**src/rtl/tps_pkg.sv**
```systemverilog
package tps_pkg;
  typedef enum logic [1:0] {
    RING_HOLD  = 2'd0,
    RING_STEP  = 2'd1,
    RING_CLEAR = 2'd2
  } ring_cmd_e;
endpackage

```
**src/rtl/tps_sync.sv**
```systemverilog
module tps_sync #(
  parameter int DEPTH = 2
) (
  input  logic clk,
  input  logic rst,
  input  logic din,
  output logic dout
);
  logic [DEPTH-1:0] chain_q;

  generate
    for (genvar i = 0; i < DEPTH; i++) begin : g_ff
      always_ff @(posedge clk) begin
        if (rst) chain_q[i] <= 1'b0;
        else if (i == 0) chain_q[i] <= din;
        else chain_q[i] <= chain_q[(i == 0) ? 0 : i-1];
      end
    end
  endgenerate

  assign dout = chain_q[DEPTH-1];
endmodule

```
**src/rtl/tps_debounce.sv**
```systemverilog
module tps_debounce #(
  parameter int DEBOUNCE_CYCLES = 16
) (
  input  logic clk,
  input  logic rst,
  input  logic level_in,
  output logic rise_pulse
);
  localparam int CNT_W = $clog2(DEBOUNCE_CYCLES + 1);
  localparam logic [CNT_W-1:0] CNT_LAST = CNT_W'(DEBOUNCE_CYCLES - 1);

  logic [CNT_W-1:0] cnt_q;
  logic             stable_q;
  logic             stable_d_q;

  always_ff @(posedge clk) begin
    if (rst) begin
      cnt_q    <= '0;
      stable_q <= 1'b0;
    end else if (level_in == stable_q) begin
      cnt_q <= '0;
    end else if (cnt_q == CNT_LAST) begin
      cnt_q    <= '0;
      stable_q <= level_in;
    end else begin
      cnt_q <= cnt_q + 1'b1;
    end
  end

  always_ff @(posedge clk) begin
    if (rst) stable_d_q <= 1'b0;
    else     stable_d_q <= stable_q;
  end

  assign rise_pulse = stable_q & ~stable_d_q;
endmodule

```
**src/rtl/tps_ring.sv**
```systemverilog
module tps_ring
  import tps_pkg::*;
#(
  parameter int NUM_STAGES = 8
) (
  input  logic                  clk,
  input  logic                  rst,
  input  logic                  step,
  output logic [NUM_STAGES-1:0] phase_q,
  output logic                  normal_q
);
  localparam int POP_W = $clog2(NUM_STAGES + 1);

  logic [POP_W-1:0]      pop;
  logic [NUM_STAGES-1:0] phase_nxt;
  ring_cmd_e             cmd;

  always_comb begin
    pop = '0;
    for (int i = 0; i < NUM_STAGES; i++) pop = pop + POP_W'(phase_q[i]);
  end

  always_comb begin
    if (pop > POP_W'(1)) cmd = RING_CLEAR;
    else if (step)       cmd = RING_STEP;
    else                 cmd = RING_HOLD;
  end

  always_comb begin
    if (phase_q == '0) phase_nxt = NUM_STAGES'(1);
    else               phase_nxt = phase_q << 1;
  end

  always_ff @(posedge clk) begin
    if (rst) begin
      phase_q  <= '0;
      normal_q <= 1'b1;
    end else begin
      case (cmd)
        RING_CLEAR: begin
          phase_q  <= '0;
          normal_q <= 1'b1;
        end
        RING_STEP: begin
          phase_q  <= phase_nxt;
          normal_q <= (phase_nxt == '0);
        end
        default: ;
      endcase
    end
  end
endmodule

```
**src/rtl/stage_test_sequencer.sv**
```systemverilog
module stage_test_sequencer #(
  parameter int NUM_STAGES      = 8,
  parameter int DEBOUNCE_CYCLES = 16,
  parameter int SYNC_DEPTH      = 2
) (
  input  logic                  clk,
  input  logic                  rst,
  input  logic                  test_pin,
  output logic [NUM_STAGES-1:0] phase_force,
  output logic                  normal_mode
);
  logic pin_sync;
  logic adv_pulse;

  tps_sync #(.DEPTH(SYNC_DEPTH)) u_sync (
    .clk  (clk),
    .rst  (rst),
    .din  (test_pin),
    .dout (pin_sync)
  );

  tps_debounce #(.DEBOUNCE_CYCLES(DEBOUNCE_CYCLES)) u_deb (
    .clk        (clk),
    .rst        (rst),
    .level_in   (pin_sync),
    .rise_pulse (adv_pulse)
  );

  tps_ring #(.NUM_STAGES(NUM_STAGES)) u_ring (
    .clk      (clk),
    .rst      (rst),
    .step     (adv_pulse),
    .phase_q  (phase_force),
    .normal_q (normal_mode)
  );
endmodule

```
**config.mk**
```make
export PLATFORM = sky130hd
export DESIGN_NAME = stage_test_sequencer
export DESIGN_NICKNAME = d
export VERILOG_FILES = /design/src/rtl/tps_pkg.sv /design/src/rtl/tps_sync.sv /design/src/rtl/tps_debounce.sv /design/src/rtl/tps_ring.sv /design/src/rtl/stage_test_sequencer.sv
export SDC_FILE = /design/constraint.sdc
export NUM_CORES = 1
export LEC_CHECK = 0
export ABC_AREA = 0
export BUFFER_PORTS_ARGS = -buffer_cell sky130_fd_sc_hd__buf_4
export CAP_MARGIN = 10
export CELL_PAD_IN_SITES_DETAIL_PLACEMENT = 1
export CELL_PAD_IN_SITES_GLOBAL_PLACEMENT = 1
export CORE_UTILIZATION = 45
export DETAILED_ROUTE_END_ITERATION = 7
export PLACE_DENSITY_LB_ADDON = 0.1
export SYNTH_ARGS = -nofsm -noshare
export SYNTH_HDL_FRONTEND = slang
export SYNTH_HIERARCHICAL = 1
export SYNTH_SLANG_ARGS = --single-unit
```
**constraint.sdc**
```tcl
create_clock -name clk -period 8.12 [get_ports clk]
set_input_delay 0.406 -clock clk [delete_from_list [all_inputs] [get_ports clk]]
set_output_delay 0.406 -clock clk [all_outputs]
set_load 0.02 [all_outputs]
```
==> results.json, run 1 <==
{
  "outcome": "complete, no violations",
  "cts_buffers": 3,
  "drv_slew": 0,
  "drt_wl_total_mm": 1.83,
  "synth_nets": 107,
  "setup_tns_ns": 0,
  "leakage_nw": 0.421,
  "drc": 0,
  "power_density_mw_per_mm2": 139,
  "grt_pass1_wl_mm": 3.26,
  "ctsHoldBuffers": 0,
  "ctsLongestPathBuffers": 2,
  "ys_ff_latch": 18,
  "hpwl_mm": 1.33,
  "worstSetupPathType": "reg2reg",
  "required_ns": 8.29,
  "max_cap_viol_count": 0,
  "ys_types": 26,
  "rsz0062_at_grt": "no",
  "die_y_um": 47.0,
  "finalCritPeriodShare": 0.460,
  "ant_nets": 0,
  "die_area_mm2": 0.00221,
  "skew_ns": 0.00326,
  "cts_root_buf": "clkbuf_4",
  "fmax_mhz": 268,
  "initial_core_util": 0.506,
  "syn-cell-area_um2": 911,
  "grt_pass1_vias": 745,
  "worstSkewPairLatency_ns": 0.29,
  "r2r_cells": 11,
  "final_nets": 121,
  "dp.cells": 128,
  "clk_pin_slew_ns": 0.10,
  "area_growth_pct": 15.7,
  "postSynthAreaPerCell_um2": 9.69,
  "core_mm2": 0.00180,
  "maxUsedRoutingLayer": "met4",
  "relSlewSlack": 0.382,
  "final-setup-viol-count": 0,
  "clock-sinks": 18,
  "start_kind": "flop",
  "startpoint": "u_ring/phase_q[3]",
  "hold_class": "in2reg",
  "portBuffers": 11,
  "grt_usage": 0.214,
  "post-cts-setup-buffers": 0,
  "layout_min_cycle_time_ns": 3.73,
  "die-width_um": 47.0,
  "io_pins": 12,
  "antennaDiodeCount": 0,
  "post_route_cells_drive_above_1_share": 0.168,
  "viasPerCell": 5.13,
  "gp_congestion": 0.764,
  "final_hold_viol_count": 0,
  "tightest_slew_ns": 0.925,
  "wirelength_met1_um": 831,
  "yosysWarnings": 6,
  "r2r_setup_slack_ns": 4.39,
  "drt_pass1_iterations": 3,
  "cp-endpoint": "u_ring/normal_q",
  "grt_overflow": 0,
  "rows": 15,
  "final_cells": 132,
  "synth-seq-area-share": 0.396,
  "worstReg2RegStart": "u_ring/phase_q[3]",
  "antenna_found_initial": 0,
  "wire_per_inst_um": 13.8,
  "r2r-end": "u_ring/normal_q",
  "irDropWorstVdd_v": 0.0000992,
  "cts-htree-levels": 1,
  "endpoint_kind": "flop",
  "drtIter0Drc": 4,
  "wl_met2_um": 922,
  "grt_max_degree": 12,
  "synth_cells": 94,
  "critPathMaxFanout": 9,
  "post_cts_resized": 0,
  "cp.arrival_ns": 3.91,
  "vias": 677,
  "cts_tree": "done",
  "wl_met3_um": 58
}
synth_stat cells (all sizes together):
library cell	instances	area [um^2]
nor2	8	30.0
or4	2	18.8
inv	15	56.3
fa	4	80.1
xnor2	2	17.5
dfxtp	18	360
o41a	1	11.3
nor3b	1	7.51
and3	1	6.26
nand2	3	11.3
or3	1	11.3
xor2	1	8.76
ha	6	75.1
clkbuf	1	3.75
a211oi	2	15.0
o311ai	2	17.5
nand2b	3	18.8
nor2b	6	37.5
nor3	7	40.0
buf	1	3.75
a31oi	1	6.26
mux2i	6	60.1
nand3	1	5.00
and4	1	8.76
layout by cell type, fill, tap and decap left out, types with 2 or more instances in the layout:
cell type / netlist / layout
buf_4: 0 / 11
clkbuf_4: 0 / 3
o311ai_0: 2 / 2
nand2b_1: 3 / 3
a211oi_1: 2 / 2
inv_1: 15 / 15
nand2_1: 3 / 3
fa_1: 4 / 4
ha_1: 6 / 6
nor2_1: 8 / 8
nor3_1: 6 / 6
mux2i_1: 6 / 6
nor2b_1: 6 / 6
xnor2_1: 2 / 2
dfxtp_1: 18 / 18
flip-flops by register name (all words and copies together), names as in the netlist:
| name | count |
|---|---|
| u_sync/chain_q | 1 |
| u_sync/dout | 1 |
| u_deb/cnt_q | 5 |
| u_ring/normal_q | 1 |
| u_deb/stable_d_q | 1 |
| u_ring/phase_q | 8 |
| u_deb/stable_q | 1 |
worst min-delay path by stage:
stage	start	end	slack [ns]	cells past startpoint
2_1_floorplan	u_sync/chain_q[0]	u_sync/dout	0.41	1
3_3_place_gp	u_sync/chain_q[0]	u_sync/dout	0.42	1
3_5_place_dp	u_sync/chain_q[0]	u_sync/dout	0.43	1
4_1_cts	rst	u_sync/chain_q[0]	0.29	2
5_1_grt	rst	u_sync/chain_q[0]	0.30	2
6_report	rst	u_sync/dout	0.30	2
logic make-up (layout without fill, tap and decap cells):
| family | after synthesis | in the layout | share of synthesized area |
|---|---|---|---|
| buffers and inverters | 17 | 30 | 0.0700 |
| xor gates and xnor gates | 3 | 3 | 0.0289 |
| DFF | 18 | 18 | 0.396 |
| and+or+nand+nor | 34 | 34 | 0.214 |
| adders and majority gates | 10 | 10 | 0.170 |
| AOI/OAI and AO/OA | 6 | 6 | 0.0549 |
| muxes | 6 | 6 | 0.0659 |
power breakdown:
group / total [W] / leakage, nW / internal [W] / switching, W
Clock: 0.0000548 / 0.0210 / 0.0000273 / 0.0000275
Combinational: 0.00000303 / 0.254 / 0.00000138 / 0.00000164
Sequential: 0.0000891 / 0.145 / 0.0000888 / 0.000000290
metal layers:
metal	global-route usage	vias up
li1	-	338
met1	0.258	328
met2	0.369	9
met3	0.0692	2
met4	0.0514	0
met5	0	-
final cells by class:
| cell class | instances | area [um^2] |
|---|---|---|
| Clock buffer | 4 | 36.3 |
| Fill cell | 221 | 748 |
| Inverter | 15 | 56.3 |
| Multi-Input combinational cell | 59 | 487 |
| Sequential cell | 18 | 360 |
| Tap cell | 25 | 31.3 |
| Timing Repair Buffer | 11 | 82.6 |
through the flow:
stage | power, W | instance area [um^2] | setup slack [ns] | util | hold WS (ns)
2_1_floorplan | 0.0000928 | 911 | 4.64 | - | 0.414
3_3_place_gp | 0.0000941 | 1020 | 4.52 | 0.565 | 0.418
3_5_place_dp | 0.0000942 | 1020 | 4.42 | 0.565 | 0.434
4_1_cts | 0.000149 | 1050 | 4.39 | 0.585 | 0.290
5_1_grt | 0.000153 | 1050 | 4.14 | 0.585 | 0.302
6_report | 0.000147 | 1050 | 4.39 | 0.585 | 0.302
worst max-delay path: stages (launching register included):
cell and delay [ns]:
dfxtp_1 0.51, fa_1 0.47, inv_1 0.08, fa_1 0.43, fa_1 0.44, inv_1 0.07
ha_1 0.16, inv_1 0.06, fa_1 0.37, nor2_1 0.10, a31oi_1 0.31, or4_1 0.61
Note: power is estimated with default switching activity, not from simulation.
==> inputs of run 2 (changes only) <==
--- a/config.mk
+++ b/config.mk
@@ -10,7 +10,7 @@
 export CAP_MARGIN = 10
 export CELL_PAD_IN_SITES_DETAIL_PLACEMENT = 1
 export CELL_PAD_IN_SITES_GLOBAL_PLACEMENT = 1
-export CORE_UTILIZATION = 45
+export CORE_UTILIZATION = 38
 export DETAILED_ROUTE_END_ITERATION = 7
 export PLACE_DENSITY_LB_ADDON = 0.1
 export SYNTH_ARGS = -nofsm -noshare
==> constraint.sdc (replaced) <==
create_clock -name clk -period 3 [get_ports clk]
set_input_delay 0.15 -clock clk [delete_from_list [all_inputs] [get_ports clk]]
set_output_delay 0.15 -clock clk [all_outputs]
set_load 0.02 [all_outputs]
==> run 2 against run 1 <==
Net effect: the flow now finishes with violations (negative setup slack); sequential power grew to 2.7 times the previous value; global-route usage is 2.9 points lower; utilization is 3.2 points lower; maximum frequency is 12% higher; combinational power grew to 3.5 times the previous value; die area is 18% higher; cell count is 9.8% higher; clock skew is 0.0016 ns lower; clock power grew to 2.8 times the previous value; non-clock buffer count is 10 higher; sequential share of layout area is 4.5 points lower; worst hold slack worse by 0.26 ns; critical path type unchanged; largest power group unchanged.
==> results.json, run 2 (same netlist as run 1, synthesis figures left out) <==
{
  "finalCritPeriodShare": 1.11,
  "critPathMaxFanout": 2,
  "grt_usage": 0.185,
  "viasPerCell": 4.96,
  "core_mm2": 0.00223,
  "final_hold_viol_count": 0,
  "gp_congestion": 0.764,
  "layout_common_cells": "19 x buf_4, 15 x dfxtp_1, 14 x inv_1, 7 x nor2_1, 6 x mux2i_1",
  "irDropWorstVdd_v": 0.000300,
  "cp.arrival_ns": 3.53,
  "die_y_um": 51.0,
  "drt_wl_total_mm": 2.09,
  "drtIter0Drc": 9,
  "setup_tns_ns": -2.14,
  "worstSetupPathType": "reg2reg",
  "top_regs": "u_ring/phase_q: 8 flops, u_deb/cnt_q: 5 flops",
  "portBuffers": 11,
  "r2r_setup_slack_ns": -0.34,
  "ctsHoldBuffers": 0,
  "die_area_mm2": 0.00260,
  "io_pins": 12,
  "tightest_slew_ns": 0.421,
  "cts_tree": "done",
  "rows": 17,
  "fmax_mhz": 299,
  "skew_ns": 0.00164,
  "antennaDiodeCount": 0,
  "vias": 719,
  "leakage_nw": 0.484,
  "cts_root_buf": "clkbuf_4",
  "cp-endpoint": "u_ring/normal_q",
  "worstReg2RegStart": "u_ring/phase_q[0]",
  "grt_pass1_wl_mm": 3.45,
  "worstSkewPairLatency_ns": 0.30,
  "clk_pin_slew_ns": 0.10,
  "required_ns": 3.19,
  "largest_register": "u_ring/phase_q",
  "drt_pass1_iterations": 4,
  "power_w": 0.000405,
  "largest_register_ff_count": 8,
  "post-route-worst-setup-slack_ns": -0.342,
  "r2r-end": "u_ring/normal_q",
  "final_nets": 131,
  "final-setup-viol-count": 9,
  "final_common_cell": "buf_4",
  "initial_core_util": 0.408,
  "drv_slew": 0,
  "cts-htree-levels": 1,
  "max_cap_viol_count": 0,
  "violations": "negative setup slack",
  "relSlewSlack": 0.716,
  "startpoint": "u_ring/phase_q[0]",
  "drc": 0,
  "area_growth_pct": 35.4,
  "endpoint_kind": "flop",
  "hold_depth": 2,
  "ctsLongestPathBuffers": 2,
  "hpwl_mm": 1.48,
  "final_cells": 145,
  "cts_buffers": 3,
  "rsz0062_at_grt": "yes",
  "die-width_um": 51.0,
  "start_kind": "flop",
  "outcome": "finished, violations left",
  "r2r_cells": 11,
  "grt_pass1_vias": 704,
  "whs_ns": 0.0452,
  "hold_class": "in2reg",
  "dp.cells": 139,
  "power_density_mw_per_mm2": 329,
  "ant_nets": 0,
  "n_fill_cell": 250,
  "grt_max_degree": 12,
  "clock-sinks": 18,
  "grt_overflow": 0,
  "layout_min_cycle_time_ns": 3.34,
  "antenna_found_initial": 0,
  "post_route_cells_drive_above_1_share": 0.368,
  "wire_per_inst_um": 14.4
}
run 2: cell count changes in the layout (fill, tap and decap cells not counted), moves of 2 or more:
cell | before | now
a211oi_1 | 2 | 0
dfxtp_2 | 0 | 2
dfxtp_1 | 18 | 15
a211oi_2 | 0 | 2
nor3_4 | 0 | 3
nor3_1 | 6 | 2
buf_4 | 11 | 19
run 2: cell type report:
class                      count  area [um^2]  area share
clock buffer                   4         36.3      0.0294
inverter                      15         56.3      0.0456
multi-input combinational     59          566       0.458
sequential                    18          367       0.297
tap                           28         35.0      0.0284
timing repair buffer          21          174       0.141
run 2: how the worst min path moves through the flow:
stage              from                 to  slack (ns)
6_report            rst   u_deb/stable_d_q        0.05
3_3_place_gp   test_pin  u_sync/chain_q[0]        0.37
3_5_place_dp   test_pin  u_sync/chain_q[0]        0.37
5_1_grt             rst  u_sync/chain_q[0]        0.04
2_1_floorplan       rst   u_deb/stable_d_q        0.22
4_1_cts             rst     u_deb/stable_q        0.06
run 2: repair_timing:
item                       in CTS  in global routing
gates resized for setup         3                 15
setup buffers                   0                  2
cloned                          0                  0
pin swaps                       1                  7
setup endpoints to repair       9                  9
run 2: worst max-delay path, cell delays in order, from the launching register on:
cell and delay, ns:
dfxtp_4 0.36, fa_1 0.53, inv_1 0.05, fa_1 0.49
fa_1 0.40, inv_1 0.06, ha_2 0.18, inv_2 0.04
fa_2 0.36, nor2_4 0.13, a31oi_4 0.10, or4_1 0.52
run 2: where the power goes:
| part | internal [W] | switching (W) | leakage [nW] |
|---|---|---|---|
| clock | 0.0000742 | 0.0000800 | 0.0210 |
| combinational | 0.00000469 | 0.00000604 | 0.316 |
| sequential | 0.000240 | 0.000000838 | 0.147 |
run 2: metrics by stage:
| stage | setup slack, ns | cell area [um^2] | utilization |
|---|---|---|---|
| floorplan | -0.356 | 936 | - |
| global placement | -0.301 | 1100 | 0.495 |
| finish | -0.342 | 1230 | 0.552 |
| global route | -0.447 | 1230 | 0.552 |
| detailed placement | -0.383 | 1100 | 0.495 |
| CTS | -0.351 | 1150 | 0.517 |
run 2: routing by layer:
metal  track usage  wire length (um)  up-vias
met3        0.0387                88        4
met1         0.260              1030      349
li1              -                 -      355
met4        0.0833                52        0
met2         0.270               915       11
met5             0                 0        -
